`src/rtl/rst_step_pkg.sv`:
```
package rst_step_pkg;
  localparam int WORD_W = 16;
  localparam int ADDR_W = 20;
  localparam int VEC_W  = 8;

  typedef logic [WORD_W-1:0] word_t;
  typedef logic [ADDR_W-1:0] paddr_t;
  typedef logic [VEC_W-1:0]  vec_t;

  // Start values of the architectural state
  localparam word_t FLAGS_INIT = 16'hF002;
  localparam word_t IP_INIT    = 16'h0000;
  localparam word_t CS_INIT    = 16'hFFFF;
  localparam word_t DS_INIT    = 16'h0000;
  localparam word_t ES_INIT    = 16'h0000;
  localparam word_t SS_INIT    = 16'h0000;
  localparam word_t PBASE_INIT = 16'h20FF;
  localparam word_t UMEM_INIT  = 16'hFFFB;

  // Trap flag position and the vector used for single stepping
  localparam int   TF_BIT   = 8;
  localparam vec_t STEP_VEC = 8'd1;

  typedef struct packed {
    word_t ip;
    word_t cs;
    word_t ds;
    word_t es;
    word_t ss;
    word_t pbase;
    word_t umem;
  } arch_regs_t;

  function automatic paddr_t phys_addr(input word_t seg, input word_t ofs);
    return {seg, 4'h0} + {4'h0, ofs};
  endfunction
endpackage

```
`src/rtl/rst_step_seq.sv`:
```
// Start-up sequencer: execution enable rises after DELAY_CYC clocks out of reset.
module rst_step_seq #(
  parameter int DELAY_CYC = 6
) (
  input  logic clk,
  input  logic rst_n,
  output logic exec_en
);
  localparam int CNT_W = (DELAY_CYC < 1) ? 1 : $clog2(DELAY_CYC + 1);
  localparam logic [CNT_W-1:0] LAST = CNT_W'(DELAY_CYC - 1);

  logic [CNT_W-1:0] cnt_q;

  always_ff @(posedge clk) begin
    if (!rst_n) begin
      cnt_q   <= '0;
      exec_en <= 1'b0;
    end else if (!exec_en) begin
      if (cnt_q == LAST) exec_en <= 1'b1;
      cnt_q <= cnt_q + CNT_W'(1);
    end
  end
endmodule

```
`src/rtl/rst_step_regs.sv`:
```
// Architectural registers that take fixed values on reset, and the start-fetch address.
module rst_step_regs
  import rst_step_pkg::*;
#(
  parameter word_t IP_RST    = IP_INIT,
  parameter word_t CS_RST    = CS_INIT,
  parameter word_t DS_RST    = DS_INIT,
  parameter word_t ES_RST    = ES_INIT,
  parameter word_t SS_RST    = SS_INIT,
  parameter word_t PBASE_RST = PBASE_INIT,
  parameter word_t UMEM_RST  = UMEM_INIT
) (
  input  logic       clk,
  input  logic       rst_n,
  output arch_regs_t regs,
  output paddr_t     fetch_addr
);
  localparam arch_regs_t REGS_RST = '{
    ip: IP_RST, cs: CS_RST, ds: DS_RST, es: ES_RST,
    ss: SS_RST, pbase: PBASE_RST, umem: UMEM_RST
  };

  always_ff @(posedge clk) begin
    if (!rst_n) begin
      regs       <= REGS_RST;
      fetch_addr <= phys_addr(CS_RST, IP_RST);
    end else begin
      regs       <= regs;
      fetch_addr <= phys_addr(regs.cs, regs.ip);
    end
  end
endmodule

```
`src/rtl/rst_step_trap.sv`:
```
// Flag word and single-step trap request.
module rst_step_trap
  import rst_step_pkg::*;
(
  input  logic  clk,
  input  logic  rst_n,
  input  logic  exec_en,
  input  logic  retire,
  input  logic  iret,
  input  word_t iret_flags,
  input  logic  inta,
  output word_t flags,
  output logic  trap_req,
  output vec_t  trap_vec
);
  logic accept;
  assign accept = exec_en && !trap_req && (retire || iret);

  always_ff @(posedge clk) begin
    if (!rst_n) begin
      flags    <= FLAGS_INIT;
      trap_req <= 1'b0;
      trap_vec <= '0;
    end else if (accept) begin
      // the flag as it stood when this instruction began decides the trap
      trap_req <= flags[TF_BIT];
      trap_vec <= flags[TF_BIT] ? STEP_VEC : '0;
      if (iret) flags <= iret_flags;
    end else if (trap_req && inta) begin
      trap_req      <= 1'b0;
      trap_vec      <= '0;
      flags[TF_BIT] <= 1'b0;
    end
  end
endmodule

```
`src/rtl/rst_step_ctrl.sv`:
```
module rst_step_ctrl
  import rst_step_pkg::*;
#(
  parameter int DELAY_CYC = 6
) (
  input  logic        clk,
  input  logic        rst_n,
  input  logic        retire_i,
  input  logic        iret_i,
  input  logic [15:0] iret_flags_i,
  input  logic        inta_i,
  output logic        exec_en_o,
  output logic [15:0] flags_o,
  output logic [15:0] ip_o,
  output logic [15:0] cs_o,
  output logic [15:0] ds_o,
  output logic [15:0] es_o,
  output logic [15:0] ss_o,
  output logic [15:0] pbase_o,
  output logic [15:0] umem_o,
  output logic [19:0] fetch_addr_o,
  output logic        trap_req_o,
  output logic [7:0]  trap_vec_o
);
  arch_regs_t regs;

  rst_step_seq #(.DELAY_CYC(DELAY_CYC)) u_seq (
    .clk     (clk),
    .rst_n   (rst_n),
    .exec_en (exec_en_o)
  );

  rst_step_regs u_regs (
    .clk        (clk),
    .rst_n      (rst_n),
    .regs       (regs),
    .fetch_addr (fetch_addr_o)
  );

  rst_step_trap u_trap (
    .clk        (clk),
    .rst_n      (rst_n),
    .exec_en    (exec_en_o),
    .retire     (retire_i),
    .iret       (iret_i),
    .iret_flags (iret_flags_i),
    .inta       (inta_i),
    .flags      (flags_o),
    .trap_req   (trap_req_o),
    .trap_vec   (trap_vec_o)
  );

  assign ip_o    = regs.ip;
  assign cs_o    = regs.cs;
  assign ds_o    = regs.ds;
  assign es_o    = regs.es;
  assign ss_o    = regs.ss;
  assign pbase_o = regs.pbase;
  assign umem_o  = regs.umem;
endmodule

```
`config.mk`:
```
export PLATFORM = sky130hd
export DESIGN_NAME = rst_step_ctrl
export DESIGN_NICKNAME = d
export VERILOG_FILES = /design/src/rtl/rst_step_pkg.sv /design/src/rtl/rst_step_seq.sv /design/src/rtl/rst_step_regs.sv /design/src/rtl/rst_step_trap.sv /design/src/rtl/rst_step_ctrl.sv
export SDC_FILE = /design/constraint.sdc
export NUM_CORES = 1
export LEC_CHECK = 0
export BUFFER_PORTS_ARGS = -buffer_cell sky130_fd_sc_hd__buf_4
export CORE_UTILIZATION = 35
export CTS_BUF_LIST = sky130_fd_sc_hd__clkbuf_4 sky130_fd_sc_hd__clkbuf_8
export DETAILED_ROUTE_END_ITERATION = 16
export PLACE_DENSITY_LB_ADDON = 0.25
export RECOVER_POWER = 50
export SLEW_MARGIN = 25
export SYNTH_ARGS = -nofsm -noshare
export SYNTH_HDL_FRONTEND = slang
export SYNTH_SLANG_ARGS = --single-unit
```
`constraint.sdc`:
```
create_clock -name clk -period 1.1 [get_ports clk]
set_input_delay 0.275 -clock clk [delete_from_list [all_inputs] [get_ports clk]]
set_output_delay 0.275 -clock clk [all_outputs]
set_load 0.01 [all_outputs]
```
==> results by group, run 1 <==
Run status
  – Outcome: completed

Final layout
  – Share of layout cells above drive strength 1: 26.8%
  – FILL cells: 593
  – Register area: 423 sq um
  – Layout Nets: 293
  – Antenna Cells: 0
  – Multi-input gate area: slightly below 1000 sq um
  – Layout area overhead: -5.31%

Routing
  – Post-DRT Antenna Nets: 0
  – Via count: approximately 1,100
  – Via density: around 3.2
  – Wire length per cell: roughly 7.0 microns
  – Total routed wirelength: between 2 and 2.5 mm
  – DRC: 0
  – Iter 0 DRT Violations: 38
  – Drt pass-1 iters: 2

Global route
  – Most crowded layer after global routing: met2
  – Total global routing overflow: 0
  – GRT Util Overall: roughly 6.9%
  – Vias in the first global route: 734
  – Met2 usage: a little over a tenth
  – Met1 Track Usage GR: about 8.5%
  – Global-route wire length before repair: between 3 and 4 mm
  – GR Layer Usage met3: around 1.4%
  – Pin count of the biggest net entering global routing: 33
  – Number of antenna violations at the first check in global routing: 0

Floorplan
  – Die area: slightly below 6000 sq um
  – Row cnt: 27
  – Initial Util: a little over a third
  – Core footprint: between 5000 and 6000 sq um
  – Top-level I/O count: approximately 180
  – Die H: about 77 microns
  – Chip Width: 77.2 microns

Worst setup path
  – CP Capture Type: output port
  – Critical Path Fanout Max: 3
  – Required time of the worst setup path: roughly 800 ps
  – Worst R2R Setup Slack: about 90 ps
  – CP Class: flip-flop to output port
  – Critical Path AT: 810 ps
  – Crit start category: flip-flop

Yosys
  – Count of different cell masters after synthesis: 23
  – Post-synth ARST share: 0%
  – Syn. warnings: 0
  – Synth Area in Compound Gates: under 10%
  – Xor/xnor share of the synthesized area: less than 1%
  – Mapped Avg Cell Area: around 8.6 sq um
  – Synth top area cells: buf_4 (53%), dfxtp_1 (21%), o21ai_2 (4.9%)
  – Synth area leader: buf_4
  – Ys flop type: dfxtp_1
  – Post-synthesis adder-cell area fraction: under 10%
  – Cells after Synth: 230
  – Register area share after synthesis: 21.2%
  – EDFF count, synth: 0
  – Post-synthesis simple-gate area fraction: 11.0%
  – #FFs+latches synth: 21
  – Most common cell in the netlist: buf_4
  – Combinational family with the most area after synthesis: buffers and inverters
  – Mux cell area share after synthesis: just over 3%
  – Share of the synthesized area in the top cell type: approximately 53%
  – Most instantiated cells after synthesis: buf_4 (140), dfxtp_1 (21), nand2_1 (18)
  – Synthesized area: ~2000 sq um

Power and ir drop
  – PwrDens: about 900 nW/um^2
  – Leak: between 1 and 1.5 nW
  – Peak supply drop: 0.343 mV
  – Pwr Total: 1.68 mW

Clock tree
  – CTS buffer count: 3
  – CTS root buffer: clkbuf_8
  – Num Clock Sinks: 21
  – Clk buf depth: 2
  – CTS tree: done
  – Skew-Pair Late Insertion Delay: 250 ps
  – H-Tree Level Count: 1
  – CTS clk-pin slew, worst paths: around 70 ps

Timing
  – RSZ-0062 raised after global routing: true
  – Max Slew Vio Count: 0
  – Fin crit period: between 1000 and 1500 ps
  – Final setup viols: 0
  – Maximum operating frequency: 917 MHz
  – Period utilization: between 90% and 100%
  – Fin. Hold Viols: 0
  – Fin Setup TNS: 0 ps
  – Clock Skew: 2.84 ps

Placement
  – RD Place Congestion: roughly 0.69
  – I/O Buffers: 39
  – Hpwl dp: between 1.5 and 2 mm

Run
  – Max Cap Viol: 0

Min path
  – Worst hold path type: input port to flip-flop
## path summary, 6_finish.rpt
| kind | cells past startpoint | end | startpoint |
|---|---|---|---|
| worst min register to register | 2 | u_trap.flags[2] | u_trap.flags[2] |
| worst max-delay path | 2 | trap_vec_o[0] | u_trap.trap_vec[0] |
| worst min-delay path | 3 | u_trap.flags[15] | iret_flags_i[15] |
| worst max register to register | 4 | u_seq.cnt_q[2] | u_seq.exec_en |
## metal layers
layer  wire length, microns  vias to the layer above
met5                      0                        -
met4                     51                        0
met3                    306                        5
met2                   1140                       93
met1                    873                      471
li1                       -                      518
## worst max-delay path, stage by stage, from the launching register on
cell	delay, ps
dfxtp_2	330
buf_6	110
buf_4	130
## cells in the final DEF, fill, tap and decap left out, drive strengths merged
cell    count
nand3      10
o21ai      12
nor2b       1
buf        44
nand3b      1
conb      139
clkbuf      4
inv         1
and2        4
dfxtp      21
nand2b      1
nand4       1
nand2      18
xnor2       2
ha          2
o211ai      1
mux2i       6
a21oi       1
## where the power goes
part	leakage [nW]	internal, mW	switching (mW)
registers	0.171	0.779	0.0154
clock network	0.0262	0.282	0.234
logic	0.851	0.0873	0.284
## final cells by class
cell class	instances	share of cell area [%]
Multi-Input combinational cell	199	51.6
Tap cell	72	4.80
Sequential cell	21	22.5
Inverter	1	0.200
Timing Repair Buffer	44	18.2
Clock buffer	4	2.60
## stage by stage
step | utilization, % | area [sq um] | setup WS [ps] | cells | hold WS [ps]
CTS | 33.8 | 1850 | -6.35 | 340 | 225
finish | 34.3 | 1880 | 10.0 | 341 | 231
global placement | 32.8 | 1790 | 13.4 | 336 | 446
floorplan | - | 2490 | 8.48 | 367 | 400
detailed placement | 32.8 | 1790 | 7.62 | 336 | 447
global route | 34.3 | 1880 | -20.2 | 341 | 228
## what timing repair did
| item | CTS | global route |
|---|---|---|
| buffers inserted | 0 | 1 |
| resized for setup | 3 | 4 |
| pin swaps | 0 | 0 |
| cloned | 0 | 0 |
| hold buffers | 0 | 0 |
| endpoints found under the setup margin | 2 | 7 |
## flip-flops by register name (all words and copies together), names as in the netlist
| name | count |
|---|---|
| u_seq.cnt_q | 3 |
| u_seq.exec_en | 1 |
| u_trap.flags | 16 |
| u_trap.trap_vec | 1 |
## cells by family (layout without fill, tap and decap cells)
group                      after synthesis  in the layout
xor gates and xnor gates                 2              2
DFF                                     21             21
adders and majority gates                2              2
other                                    2            139
and+or+nand+nor                         36             36
muxes                                    6              6
buffers and inverters                  147             49
AOI/OAI and AO/OA                       14             14
Power figures use the tool's default switching activity.
==> run 2: changes to the inputs <==
--- a/config.mk
+++ b/config.mk
@@ -6,6 +6,7 @@
 export NUM_CORES = 1
 export LEC_CHECK = 0
 export BUFFER_PORTS_ARGS = -buffer_cell sky130_fd_sc_hd__buf_4
+export CORE_ASPECT_RATIO = 0.6
 export CORE_UTILIZATION = 35
 export CTS_BUF_LIST = sky130_fd_sc_hd__clkbuf_4 sky130_fd_sc_hd__clkbuf_8
 export DETAILED_ROUTE_END_ITERATION = 16
==> results by group, run 2 (same netlist as run 1, synthesis figures left out) <==
Timing
  – Fin crit period: ~1100 ps
  – Period utilization: 98.9%
  – Clock Skew: approximately 2.2 ps
  – Fin. Hold Viols: 0
  – Final setup viols: 0
  – Maximum operating frequency: around 920 MHz
  – RSZ-0062 raised after global routing: true
  – Max Slew Vio Count: 0
  – Fin Hold WS: between 200 and 250 ps

Clock tree
  – Skew-Pair Late Insertion Delay: around 260 ps
  – CTS buffer count: 3
  – Clk buf depth: 2
  – CTS tree: done
  – CTS root buffer: clkbuf_8
  – CTS clk-pin slew, worst paths: ~80 ps
  – Num Clock Sinks: 21
  – H-Tree Level Count: 1

Final layout
  – Antenna Cells: 0
  – Most common cell after layout, fill and taps aside: conb_1
  – Layout area overhead: -5.94%
  – Largest Register: u_trap.flags
  – Multi-input gate area: 928 sq um
  – Number of flip-flops in the largest register: 16
  – FILL cells: between 500 and 600
  – Top Registers: u_trap.flags: 16 flops, u_seq.cnt_q: 3 flops
  – Most frequent cells in the layout: conb_1 (139), buf_4 (36), dfxtp_1 (19)
  – Share of layout cells above drive strength 1: 23.2%
  – Util after Layout: 35.5%
  – Register area: 423 sq um
  – Layout Nets: between 200 and 300

Power and ir drop
  – Peak supply drop: 0.402 mV
  – Leak: around 1.1 nW
  – PwrDens: approximately 910 nW/um^2

Floorplan
  – Row cnt: 20
  – Die H: between 60 and 70 microns
  – Die area: 5970 sq um
  – Top-level I/O count: 179
  – Chip Width: slightly below 100 microns
  – Core footprint: ~5300 sq um
  – Initial Util: a little under two fifths

Global route
  – Total global routing overflow: 0
  – Number of antenna violations at the first check in global routing: 0
  – Pin count of the biggest net entering global routing: 33
  – GRT Util Overall: under 10%
  – Vias in the first global route: 673
  – Global-route wire length before repair: 3.34 mm

Placement
  – I/O Buffers: 39
  – RD Place Congestion: 0.626
  – Hpwl dp: around 2.1 mm

Worst setup path
  – Worst path max stage delay: between 300 and 400 ps
  – Critical Path AT: 810 ps
  – R2r startpoint: u_seq.exec_en
  – Crit-path cells: buf_6 -> buf_6
  – Most common cell on crit path: buf_6
  – Crit start category: flip-flop
  – Critical Path Fanout Max: 3
  – CP Class: flip-flop to output port
  – Crit. Startpoint: u_seq.exec_en
  – WP buf/inv: 2
  – CP Capture Type: output port
  – Required time of the worst setup path: ~820 ps
  – Crit-path leading delay family: flip-flops
  – Slowest cell on crit path: dfxtp_2

Routing
  – Via count: about 1,100
  – DRC: 0
  – Post-DRT Antenna Nets: 0
  – Wire length per cell: roughly 7.9 microns
  – Total routed wirelength: between 2 and 3 mm
  – Drt pass-1 iters: 3
  – Iter 0 DRT Violations: 13
  – Via density: 3.16

Min path
  – HP Start: iret_flags_i[14]
  – Worst hold path type: input port to flip-flop

Run
  – Max Cap Viol: 0

Run status
  – Outcome: completed
==> run 2: cell types whose count changed in the layout (fill, tap and decap cells not counted), moves of 2 or more <==
| cell | previous run | this run |
|---|---|---|
| nand3_1 | 1 | 9 |
| nand3_2 | 9 | 1 |
| buf_4 | 41 | 36 |
| buf_6 | 3 | 7 |
| clkbuf_1 | 0 | 2 |
==> run 2: worst paths after layout <==
path / end / slack (ps) / depth (start not counted)
setup / recovery: exec_en_o / 10 / 2
hold reg to reg: u_trap.flags[6] / 470 / 2
hold / removal: u_trap.flags[14] / 230 / 3
setup reg to reg: u_seq.cnt_q[2] / 30 / 5
==> run 2: what timing repair did <==
action,4_1_cts,5_1_grt
hold buffers,0,0
resized for setup,5,5
gates cloned,0,0
endpoints found under the setup margin,3,10
pin swaps,0,1
hold endpoints to repair,0,0
buffers inserted,3,0
==> run 2: per-layer routing <==
| layer | track usage, % | vias up | wire (microns) |
|---|---|---|---|
| met5 | 0 | - | 0 |
| met2 | 10.7 | 84 | 1220 |
| li1 | - | 525 | - |
| met3 | 2.46 | 2 | 281 |
| met4 | 2.52 | 0 | 14 |
| met1 | 10.2 | 454 | 1150 |
==> run 2: layout make-up <==
cell class | instances | area share (%)
multi-input cells | 199 | 49.8
well taps | 66 | 4.43
flip-flops and latches | 21 | 22.7
repair buffers | 46 | 20.2
inverters | 1 | 0.201
clock buffers | 4 | 2.62
==> run 2: where the power goes <==
part / switching (mW) / total [mW] / internal (mW) / leakage [nW]
Combinational: 0.286 / 0.380 / 0.0942 / 0.866
Clock: 0.249 / 0.531 / 0.282 / 0.0262
Sequential: 0.0137 / 0.792 / 0.778 / 0.171
==> run 2: worst register-to-register path, delay by kind of cell, from the launching register on <==
family | cells | cell delay [ps]
flops | 1 | 330
simple gates | 2 | 270
xor+xnor | 1 | 110
buf+inv | 2 | 260
==> run 2: metrics by stage <==
| stage | cell area [sq um] | setup slack (ps) | power [mW] | instances | TNS, ps |
|---|---|---|---|---|---|
| floorplan | 2490 | 8.48 | 1.46 | 367 | 0 |
| global placement | 1810 | 58.0 | 1.18 | 330 | 0 |
| detailed placement | 1810 | 16.0 | 1.18 | 330 | 0 |
| CTS | 1900 | -13.9 | 1.72 | 337 | -45.2 |
| global route | 1860 | -14.8 | 1.81 | 337 | -54.4 |
| finish | 1860 | 12.1 | 1.70 | 337 | 0 |
==> run 3: changes to the inputs <==
--- a/config.mk
+++ b/config.mk
@@ -5,7 +5,7 @@
 export SDC_FILE = /design/constraint.sdc
 export NUM_CORES = 1
 export LEC_CHECK = 0
-export BUFFER_PORTS_ARGS = -buffer_cell sky130_fd_sc_hd__buf_4
+export BUFFER_PORTS_ARGS = -buffer_cell sky130_fd_sc_hd__buf_2
 export CORE_ASPECT_RATIO = 0.6
 export CORE_UTILIZATION = 35
 export CTS_BUF_LIST = sky130_fd_sc_hd__clkbuf_4 sky130_fd_sc_hd__clkbuf_8
==> results by group, run 3 (same netlist as run 1, synthesis figures left out) <==
Worst setup path
  – Required time of the worst setup path: roughly 820 ps
  – R2r endpoint: u_seq.cnt_q[2]
  – Critical Path AT: approximately 840 ps
  – Crit start category: flip-flop
  – Critical Path Fanout Max: 3
  – Worst R2R Setup Slack: 0 ps
  – FF-to-FF path depth: 5
  – CP Capture Type: output port
  – R2r startpoint: u_seq.exec_en
  – CP Class: flip-flop to output port

Clock tree
  – CTS clk-pin slew, worst paths: ~70 ps
  – CTS Hold Bufs: 0
  – CTS root buffer: clkbuf_8
  – Skew-Pair Late Insertion Delay: 250 ps
  – Num Clock Sinks: 21
  – Clk buf depth: 2
  – CTS tree: done
  – CTS buffer count: 3
  – H-Tree Level Count: 1

Global route
  – Global-route wire length before repair: between 3 and 4 mm
  – GRT Util Overall: around 7.2%
  – Pin count of the biggest net entering global routing: 33
  – Total global routing overflow: 0
  – Vias in the first global route: between 600 and 700
  – Number of antenna violations at the first check in global routing: 0

Routing
  – Via density: 3.18
  – Wire length per cell: 7.97 microns
  – Post-DRT Antenna Nets: 0
  – Total routed wirelength: about 2.7 mm
  – Via count: about 1,100
  – DRC: 0
  – Iter 0 DRT Violations: 8
  – Drt pass-1 iters: 4

Timing
  – Fin. Hold Viols: 0
  – Period utilization: 102%
  – Maximum operating frequency: just under 900 MHz
  – Fin crit period: 1120 ps
  – Clock Skew: approximately 1.9 ps
  – Final setup viols: 2
  – Fin Setup TNS: -20.3 ps
  – RSZ-0062 raised after global routing: true
  – Worst setup margin: -18.6 ps
  – Max Slew Vio Count: 0

Power and ir drop
  – Peak supply drop: ~0.46 mV
  – Switch share: between 30% and 40%
  – Leak: approximately 1.1 nW
  – Clock power share: a little under a third
  – Sw Pwr: approximately 0.54 mW
  – Int Pwr: around 1.1 mW
  – Flop pwr share: a little under half
  – PwrDens: 906 nW/um^2
  – Proportion of power drawn by combinational gates: a little over a fifth

Final layout
  – Layout area overhead: -6.38%
  – Multi-input gate area: slightly below 1000 sq um
  – Top Registers: u_trap.flags: 16 flops, u_seq.cnt_q: 3 flops
  – FILL cells: a little under 600
  – Register area: roughly 430 sq um
  – Most frequent cells in the layout: conb_1 (139), buf_2 (36), nand2_1 (18), dfxtp_1 (18), o21ai_2 (11)
  – Share of layout cells above drive strength 1: between 20 and 30%
  – Most common cell after layout, fill and taps aside: conb_1
  – Number of flip-flops in the largest register: 16
  – Antenna Cells: 0
  – Largest Register: u_trap.flags
  – Layout Nets: 295

Placement
  – Pre-CTS setup slack: -3.53 ps
  – RD Place Congestion: 0.596
  – I/O Buffers: 39
  – Hpwl dp: ~2.1 mm

Min path
  – HP Start: iret_flags_i[14]
  – Hold Path Sink: u_trap.flags[14]
  – Worst hold path type: input port to flip-flop
  – Min-Delay Path Depth: 3

Floorplan
  – Die area: ~6000 sq um
  – Initial Util: between 30% and 40%
  – Top-level I/O count: approximately 180
  – Die H: ~60 microns
  – Row cnt: 20
  – Chip Width: 99.1 microns
  – Core footprint: 5260 sq um

Run status
  – Outcome: finished with violations
  – Failing checks: setup timing

Run
  – Max Cap Viol: 0
-- run 3: cell count changes in the layout (fill, tap and decap cells not counted), sizes merged --
cell / change
buf: +1
clkbuf: -1
-- run 3: power by group through the flow --
stage	Clock, mW	Sequential [mW]	Combinational (mW)
2_1_floorplan	0	0.812	0.649
3_5_place_dp	0	0.810	0.347
6_report	0.518	0.792	0.370
5_1_grt	0.588	0.794	0.418
4_1_cts	0.550	0.793	0.356
3_3_place_gp	0	0.810	0.347
-- run 3: cell type report --
type | instances | area share (%)
Multi-Input combinational cell | 199 | 52.6
Sequential cell | 21 | 23.0
Timing Repair Buffer | 46 | 17.1
Tap cell | 66 | 4.45
Clock buffer | 4 | 2.63
Inverter | 1 | 0.202
-- run 3: how the worst max path moves through the flow --
| stage | startpoint | to | slack, ps | cells after the start |
|---|---|---|---|---|
| 2_1_floorplan | u_seq.exec_en | u_trap.flags[9] | 8 | 5 |
| 3_3_place_gp | iret_i | u_trap.flags[15] | 30 | 5 |
| 3_5_place_dp | iret_i | u_trap.flags[15] | -4 | 5 |
| 4_1_cts | u_seq.exec_en | exec_en_o | -10 | 2 |
| 5_1_grt | u_seq.exec_en | exec_en_o | -50 | 2 |
| 6_report | u_seq.exec_en | exec_en_o | -20 | 2 |
-- run 3: worst max-delay path, cell delays in order (launching register included) --
cell and delay (ps):
dfxtp_4 370, buf_6 120, buf_6 110
-- run 3: what timing repair did --
item | in CTS | in global routing
gates resized for setup | 8 | 4
buffers inserted | 1 | 0
gates cloned | 0 | 1
setup endpoints to repair | 3 | 9
-- run 3: per-layer routing --
layer  share of wire (%)  up-vias  track usage (%)
met5                   0        -                0
met4                0.78        0             1.26
met3                 9.7        2             2.34
met2                  44       80             9.79
met1                  46      465             10.8
li1                    -      526                -
-- run 3: metrics by stage --
stage          cells  total power, mW  utilization (%)  hold slack (ps)  area (sq um)
2_1_floorplan    367             1.46                -              400          2490
3_3_place_gp     331             1.16             32.7              442          1720
3_5_place_dp     331             1.16             32.7              447          1720
4_1_cts          336             1.70             34.5              223          1810
5_1_grt          337             1.80             35.3              213          1850
6_report         337             1.68             35.3              235          1850
